## src/rtl/prio_irq_ctrl.sv

```systemverilog
module prio_irq_ctrl #(
  parameter int SYNC_STAGES = 2
) (
  input  logic        clk,
  input  logic        rst_n,
  input  logic [31:0] src_i,
  input  logic        rd_en,
  input  logic        wr_en,
  input  logic [6:0]  addr,
  input  logic [31:0] wdata,
  output logic [31:0] rdata,
  output logic        irq_n
);
  localparam int NSRC = 32;
  localparam int IDW  = $clog2(NSRC);
  localparam logic [6:0] A_RAW = 7'h40;
  localparam logic [6:0] A_ACT = 7'h41;
  localparam logic [6:0] A_ENC = 7'h43;
  localparam logic [6:0] A_EN  = 7'h45;
  localparam logic [6:0] A_SET = 7'h48;
  localparam logic [6:0] A_CLR = 7'h49;
  localparam logic [6:0] A_EOS = 7'h4C;

  logic [1:0]      typ [NSRC];
  logic [2:0]      pri [NSRC];
  logic [NSRC-1:0] sync_r [SYNC_STAGES];
  logic [NSRC-1:0] sin, prev, epend, pend, act, en;
  logic            irq_q, busy;
  logic [IDW-1:0]  win;
  logic [2:0]      win_p;
  logic            any;
  logic [31:0]     rmux;

  wire is_cfg = addr[6:5] == 2'b00;
  wire ack    = rd_en && addr == A_ENC && irq_q;
  wire eos    = wr_en && addr == A_EOS;

  always_ff @(posedge clk or negedge rst_n)
    if (!rst_n) begin
      for (int s = 0; s < SYNC_STAGES; s++) sync_r[s] <= '0;
      prev <= '0;
    end else begin
      sync_r[0] <= src_i;
      for (int s = 1; s < SYNC_STAGES; s++) sync_r[s] <= sync_r[s-1];
      prev <= sync_r[SYNC_STAGES-1];
    end

  assign sin = sync_r[SYNC_STAGES-1];

  always_comb
    for (int i = 0; i < NSRC; i++)
      pend[i] = typ[i][1] ? epend[i] : (typ[i][0] ? sin[i] : ~sin[i]);

  assign act = pend & en;
  assign any = |act;

  always_comb begin
    win   = '0;
    win_p = '0;
    for (int i = NSRC-1; i >= 0; i--)
      if (act[i] && (pri[i] >= win_p || win_p == 3'd0 && !act[win])) begin
        win   = IDW'(i);
        win_p = pri[i];
      end
  end

  always_ff @(posedge clk or negedge rst_n)
    if (!rst_n) begin
      for (int i = 0; i < NSRC; i++) begin
        typ[i] <= '0;
        pri[i] <= '0;
      end
      en    <= '0;
      epend <= '0;
    end else begin
      if (wr_en && is_cfg) begin
        typ[addr[4:0]] <= wdata[7:6];
        pri[addr[4:0]] <= wdata[2:0];
      end
      if (wr_en && addr == A_SET) en <= en | wdata;
      if (wr_en && addr == A_CLR) en <= en & ~wdata;
      for (int i = 0; i < NSRC; i++) begin
        if (ack && win == IDW'(i)) epend[i] <= 1'b0;
        if (typ[i] == 2'd3 && sin[i] && !prev[i]) epend[i] <= 1'b1;
        if (typ[i] == 2'd2 && !sin[i] && prev[i]) epend[i] <= 1'b1;
      end
    end

  always_ff @(posedge clk or negedge rst_n)
    if (!rst_n) begin
      irq_q <= 1'b0;
      busy  <= 1'b0;
    end else if (ack) begin
      irq_q <= 1'b0;
      busy  <= 1'b1;
    end else if (eos) begin
      irq_q <= 1'b0;
      busy  <= 1'b0;
    end else begin
      irq_q <= !busy && any;
    end

  assign irq_n = ~irq_q;

  always_comb begin
    rmux = '0;
    if (is_cfg) rmux = {24'd0, typ[addr[4:0]], 3'd0, pri[addr[4:0]]};
    else case (addr)
      A_RAW:   rmux = sin;
      A_ACT:   rmux = act;
      A_ENC:   rmux = {25'd0, win, 2'b00};
      A_EN:    rmux = en;
      default: rmux = '0;
    endcase
  end

  always_ff @(posedge clk or negedge rst_n)
    if (!rst_n)     rdata <= '0;
    else if (rd_en) rdata <= rmux;

  p_ack_deasserts_r5: assert property (@(posedge clk) disable iff (!rst_n)
    ack |=> irq_n && busy);
  p_busy_quiet_r6: assert property (@(posedge clk) disable iff (!rst_n)
    busy |-> irq_n);
  p_eos_rearms_r6: assert property (@(posedge clk) disable iff (!rst_n)
    (eos && !ack) |=> !busy);
  p_disable_cmd_r4: assert property (@(posedge clk) disable iff (!rst_n)
    (wr_en && addr == A_CLR) |=> (en & $past(wdata)) == '0);
  p_enable_cmd_r4: assert property (@(posedge clk) disable iff (!rst_n)
    (wr_en && addr == A_SET) |=> (en & $past(wdata)) == $past(wdata));
  p_irq_cause_r9: assert property (@(posedge clk) disable iff (!rst_n)
    !irq_n |-> $past(any));
  p_winner_valid_r7: assert property (@(posedge clk) disable iff (!rst_n)
    any |-> act[win]);
endmodule

```

## config.mk

```make
export PLATFORM = sky130hd
export DESIGN_NAME = prio_irq_ctrl
export DESIGN_NICKNAME = d
export VERILOG_FILES = /design/src/rtl/prio_irq_ctrl.sv
export SDC_FILE = /design/constraint.sdc
export NUM_CORES = 1
export LEC_CHECK = 0
export CAP_MARGIN = 25
export CORE_ASPECT_RATIO = 2
export CORE_MARGIN = 4
export CORE_UTILIZATION = 30
export DETAILED_ROUTE_END_ITERATION = 16
export PLACE_DENSITY = 0.44
export SLEW_MARGIN = 0
export SYNTH_ARGS = -nofsm -noshare
export SYNTH_HDL_FRONTEND = slang
export SYNTH_SLANG_ARGS = --single-unit
```

## constraint.sdc

```tcl
create_clock -name clk -period 125.1 [get_ports clk]
set_input_delay 18.765 -clock clk [delete_from_list [all_inputs] [get_ports clk]]
set_output_delay 18.765 -clock clk [all_outputs]
set_load 0.01 [all_outputs]
```

# --- Word level (Yosys, flattened, before mapping) ---
# Cells that the tools add are included.
op_classes:
  order_cmp: 65
  n_eq_ne: 102
  mux: 305
  bitwise: 38
  n_reduce_logical: 428
ops:
  columns: ["cell", "n"]
  rows:
  - ["1-bit logical AND", 231]
  - ["1-bit 2-to-1 mux", 195]
  - ["5-bit by 6-bit < comparator with 1-bit output, second input constant", 31]
  - ["5-bit 2-to-1 mux", 32]
  - ["1-bit binary-select mux with 5-bit select", 31]
  - ["2-bit equality test, second input constant", 64]
  - ["32-bit case mux with 4 select lines", 1]
  - ["3-bit 2-to-1 mux", 34]
  - ["1-bit zero test", 97]
  - ["96-bit bitwise mux", 1]
  - ["32-bit 2-to-1 mux", 3]
  - ["3-bit nonzero test", 32]
  - ["3-bit greater-or-equal comparator", 31]
  - ["3-bit zero test", 31]
  - ["5-bit equality test, second input constant", 16]
  - ["32-bit bitwise AND", 2]
  - ["64-bit bitwise mux", 1]
  - ["7-bit equality test, second input constant", 7]
  - ["5-bit by 4-bit equality test with 1-bit output, second input constant", 8]
  - ["1-bit inverter", 33]
  - ["1-bit logical OR", 32]
  - ["32-bit inverter", 1]
  - ["32-bit bitwise OR", 1]
  - ["32-bit OR reduction", 1]
  - ["other kinds (15)", 22]
word_totals:
  reg_bits: 354
  out_inout_bits: 33
  wordCells: 1041

# --- Logic depth before layout (Yosys ltp) ---
depth:
  depth_word: 230
  ltp_mapped: 265
  depth_no_buf: 254

# --- Worst setup path after synthesis ---
# No wires, ideal clock.
synth_timing:
  path_kind: "register to register"
  from: "register typ[0] (netlist name)"
  to: "register epend[10]"
  setup_ps: 118
  arrival_time_ps: 45704
  t_required_ps: 124982
  setup_slack_ps: 79278
  stages_incl_launch_ff: 246
  n_path_buf: 11
  period_less_slack_ps: 45822
  path_cell_list: "dfrtp_1 > xnor2_2 > o2111ai_1 > ha_1 > a211oi_4 > nor3_1 > nor2_1 > a22oi_1 > inv_1 > ha_1 > nand2b_1 > a211oi_1 > or3_1 > and2_1 > buf_2 > a21oi_1 > inv_1 > ha_1 > [210 not listed] > mux2_2 > ha_1 > nand2b_1 > a21o_1 > a21oi_1 > nor2_1 > a211oi_2 > a211oi_4 > buf_4 > mux2_1 > ha_1 > a21o_1 > a21oi_1 > nor2_1 > nor2_1 > o21ai_1 > or4_1 > a21o_1"
synth_via:
  elab_chain_len: 225
  elab_cells_between_ends: 318
synth_rtl:
  columns: ["item", "line_no", "rtl"]
  rows:
  - ["start, declared", "24", "logic [1:0] typ [NSRC];"]
  - ["start signal, assigned by index", "77", "typ[addr[4:0]] <= wdata[7:6];"]
  - ["1-bit 2-to-1 mux * (2 in a row)", "52", "pend[i] = typ[i][1] ? epend[i] : (typ[i][0] ? sin[i] : ~sin[i]);"]
  - ["32-bit bitwise AND *", "54", "assign act = pend & en;"]
  - ["1-bit logical AND", "61", "if (act[i] && (pri[i] >= win_p || win_p == 3'd0 && !act[win])) begin"]
  - ["5-bit 2-to-1 mux", "61", null]
  - ["1-bit binary-select mux with 5-bit select", "61", null]
  - ["1-bit 2-to-1 mux (implied by the code)", "61", null]
  - ["1-bit zero test", "61", null]
  - ["1-bit logical AND", "61", null]
  - ["[208 not listed]", null, null]
  - ["1-bit zero test", "61", null]
  - ["1-bit logical AND", "61", null]
  - ["1-bit logical OR", "61", null]
  - ["1-bit logical AND", "61", null]
  - ["5-bit 2-to-1 mux *", "61", null]
  - ["5-bit by 4-bit equality test with 1-bit output *", "83", "if (ack && win == IDW'(i)) epend[i] <= 1'b0;"]
  - ["1-bit logical AND *", "83", null]
  - ["3-bit nonzero test (no source line) *", null, null]
  - ["end signal, assigned by index", "83", null]
  - ["end signal, assigned by index", "84", "if (typ[i] == 2'd3 && sin[i] && !prev[i]) epend[i] <= 1'b1;"]
  - ["end signal, assigned by index", "85", "if (typ[i] == 2'd2 && !sin[i] && prev[i]) epend[i] <= 1'b1;"]
  - ["end, declared", "27", "logic [NSRC-1:0] sin, prev, epend, pend, act, en;"]
# Every way passes the cells marked *; elsewhere a longest branch is shown, timed or not. The select of a mux whose other input is x is not followed.
# A chain may end at the register's enable or synchronous reset.

# --- Final worst setup path ---
layout_timing:
  from: "register typ[0] (netlist name)"
  to: "register epend[31]"
layout_via:
  elab_chain_len: 225
  elab_cells_between_ends: 326
layout_rtl:
  columns: ["item", "line_no"]
  rows:
  - ["1-bit 2-to-1 mux (2 in a row)", "52"]
  - ["32-bit bitwise AND", "54"]
  - ["1-bit logical AND", "61"]
  - ["5-bit 2-to-1 mux", "61"]
  - ["1-bit binary-select mux with 5-bit select", "61"]
  - ["1-bit 2-to-1 mux (implied by the code)", "61"]
  - ["1-bit zero test", "61"]
  - ["1-bit logical AND", "61"]
  - ["[208 not listed]", null]
  - ["1-bit zero test", "61"]
  - ["1-bit logical AND", "61"]
  - ["1-bit logical OR", "61"]
  - ["1-bit logical AND", "61"]
  - ["5-bit 2-to-1 mux", "61"]
  - ["5-bit equality test", "83"]
  - ["1-bit logical AND", "83"]
  - ["3-bit nonzero test (no source line)", null]
# Parallel ways exist; a longest one is shown, timed or not. The select of a mux whose other input is x is not followed.

==> impl_metrics.csv <==
group,metric,value,unit
synth,yosys_warnings,0,
final_layout,drive_gt1_share,19.1,%
routing,ant_nets,0,
setup_path,r2r-end,"epend[31]",
synth,syn_nets,2315,
routing,routed_via_density,5.81,
setup_path,startpoint,"typ[0]",
timing,finalCritPeriodShare,43.9,%
timing,setup_viol_count_final,0,
clock_tree,clock_path_buffers,3,
power_and_ir_drop,p_per_area,17.5,mW/mm^2
setup_path,r2r_slack,70.21,ns
timing,slew-limit-headroom,22.5,%
setup_path,required,125.54,ns
clock_tree,post_cts_buffers,0,
routing,drc,0,
routing,first_pass_iters,6,
placement,place_hpwl,72100,um
status,status,"finished, final reports clean",
routing,drt_wl_total,95500,um
timing,finalMaxSlewViolations,0,
timing,fmax,18.2,MHz
clock_tree,clockRootBuffer,"clkbuf_16",
setup_path,cp_common_cell,"ha_1",
hold_path,whs_path_depth,0,
setup_path,rr_startpoint,"typ[0]",
die,rows,139,
hold_path,min_to,"sin[19]",
timing,fin_skew,0.0281,ns
clock_tree,clock-sinks,354,
setup_path,cp-end-kind,"register",
power_and_ir_drop,p_leak,10.8,nW
synth,synth.top_cell.area_share,40.6,%
die,dieArea,0.0774,mm^2
setup_path,cp_slowest_cell,"nor3_1",
die,chipWidth,199,um
timing,period_minus_slack,54.89,ns
flow_run,maxCapViolCount,0,
setup_path,rr_worst_depth,236,
synth,yosysSeqAreaShare,40.6,%
routing,routed-via-count,18903,
final_layout,fill_cells,7377,
setup_path,max_stage_delay,0.84,ns
final_layout,nNetsFinal,2444,
global_routing,grt_pass1_wl,138000,um
synth,synthesis.area,0.0218,mm^2
timing,finalSetupTns,0,ns
synth,synth_edf_count,0,
placement,gp_congestion,0.986,
routing,wl_per_cell,29.4,um
synth,yosysUniqueCellTypes,122,
synth,synthCells,2177,
global_routing,overflow,0,
clock_tree,cts_max_level,2,
hold_path,min_from,"sync_r[51]",
global_routing,grt_max_degree,103,
placement,io_buffers,107,
power_and_ir_drop,worst_ir_drop_vdd,9.12,uV
setup_path,cp-start-kind,"register",
timing,worst_pin_slew,1.16,ns
timing,rsz0062_at_grt,"no",
setup_path,critPathMaxFanout,25,
clock_tree,tritoncts,"yes",
die,floorplan.initialDensity,30.3,%
global_routing,grtUsageTotal,24.2,%
clock_tree,cts_hold_buf,0,
synth,ys_ff_latch,354,
synth,ys.flop_type,"dfrtp_1",
synth,async_reset_ff_share,100,%
global_routing,antenna_found_initial,0,
power_and_ir_drop,total_power,0.447,mW
clock_tree,cts.clk_slew.worst_paths,0.07,ns
final_layout,area_growth_syn_to_layout,17.1,%
timing,hold_viol_final,0,
die,io_pins,108,
global_routing,grt_pass1_vias,19800,
die,coreArea,0.0720,mm^2
synth,avgSynthCellArea,10.0,um^2
clock_tree,cts_made_buffers,40,
clock_tree,clkLatencyLatePin,0.59,ns
final_layout,fin_util,35.5,%
clock_tree,cts_resized,0,
setup_path,cp.arrival,55.33,ns
synth,ys_top_cells_by_area,"dfrtp_1, mux2_2, mux4_2",
setup_path,critical_path_class,"reg2reg",
routing,drtIter0Drc,1421,
synth,synth.largest_area_cell,"dfrtp_1",
die,fp.dieH,390,um
hold_path,hp-class,"reg2reg",
critical path, delay by kind of cell (launching register included):
family / cells / cell delay, ns
buffers and inverters: 7 / 1.11
and+or+nand+nor: 87 / 17.11
DFF: 1 / 0.49
xor gates and xnor gates: 1 / 0.27
muxes: 14 / 4.75
adders and majority gates: 33 / 9.79
AOI/OAI and AO/OA: 94 / 21.24
synth_stat cells (all sizes together) (27+ instances only):
cell type	n
mux2i	46
a22oi	27
nor3	47
dfrtp	354
o21a	34
or2	31
mux4	50
clkbuf	54
nand2	197
mux2	164
o21ai	146
nand2b	40
o2bb2ai	28
inv	108
ha	63
and2	37
a21oi	167
nor2	148
nand3	38
stage by stage:
step	instances	hold WS, ns	area [um^2]	worst slack, ns
finish	3253	0.343	25600	70.21
CTS	3251	0.345	25600	70.58
global placement	3178	0.333	24100	71.79
floorplan	2177	0.331	21800	79.28
detailed placement	3179	0.335	24100	70.73
global route	3252	0.355	25600	65.71
state kept, by name (all words and copies together) (netlist names), named ones only:
signal and flops:
irq_q 1, busy 1, sin 32, prev 32, rdata 32, epend 32, typ 64, sync_r 32
pri 96
report_power, final:
group	internal, mW	leakage, nW	total, mW	switching, mW
Clock	0.0761	0.698	0.130	0.0535
Combinational	0.0680	5.75	0.185	0.117
Sequential	0.122	4.38	0.132	0.00997
Total	0.266	10.8	0.447	0.181
worst max-delay path by stage:
stage	endpoint	slack (ns)	cells past startpoint
after floorplan	epend[10]	79.28	245
after global placement	epend[31]	71.79	237
after detailed placement	epend[27]	70.73	234
after CTS	epend[31]	70.58	235
after global routing	epend[31]	65.71	242
final	epend[31]	70.21	236
layout make-up:
class                           count  area, um^2  share of cell area, %
Antenna cell                        1        2.50                0.00978
Clock buffer                       54        1150                   4.51
Clock inverter                     18         264                   1.03
Inverter                          108         405                   1.58
Multi-Input combinational cell   1637       12200                   47.8
Sequential cell                   354        8860                   34.6
Tap cell                          916        1150                   4.48
Timing Repair Buffer              165        1520                   5.93
logic make-up after synthesis:
group | share of synthesized area (%)
simple gates | 15.0
compound gates | 21.0
flops | 40.6
mux | 15.8
buf+inv | 3.57
fa+ha+maj | 3.80
xor+xnor | 0.275
metal layers:
layer | vias up | GRT usage, % | share of wire, %
met2 | 664 | 44.9 | 54
met3 | 245 | 2.76 | 4.1
met1 | 9549 | 24.3 | 33
met4 | 0 | 18.2 | 9.5
met5 | - | 0 | 0
li1 | 8445 | - | -
placed cells by master, fill, tap and decap left out, types with 19 or more instances in the layout:
master           synthesis  layout
a22oi_1                 24      24
nor3_1                  45      44
inv_1                  108     107
or2_2                   30      30
mux2_2                 161     161
mux4_2                  50      50
nand2b_1                40      40
mux2i_1                 45      45
dfrtp_1                354     354
o21a_1                  32      32
a31oi_1                 20      20
and2_1                  35      35
a21oi_1                165     165
nor2_1                 148     146
nand3_1                 38      38
clkdlybuf4s50_1          0     103
o21ai_0                100      99
buf_4                    7      57
o21ai_1                 45      46
a222oi_1                22      22
nor2b_1                 19      19
ha_1                    63      63
nand2_1                195     195
o2bb2ai_1               28      28
clkbuf_16                0      41
Note: power is estimated with default switching activity, not from simulation.
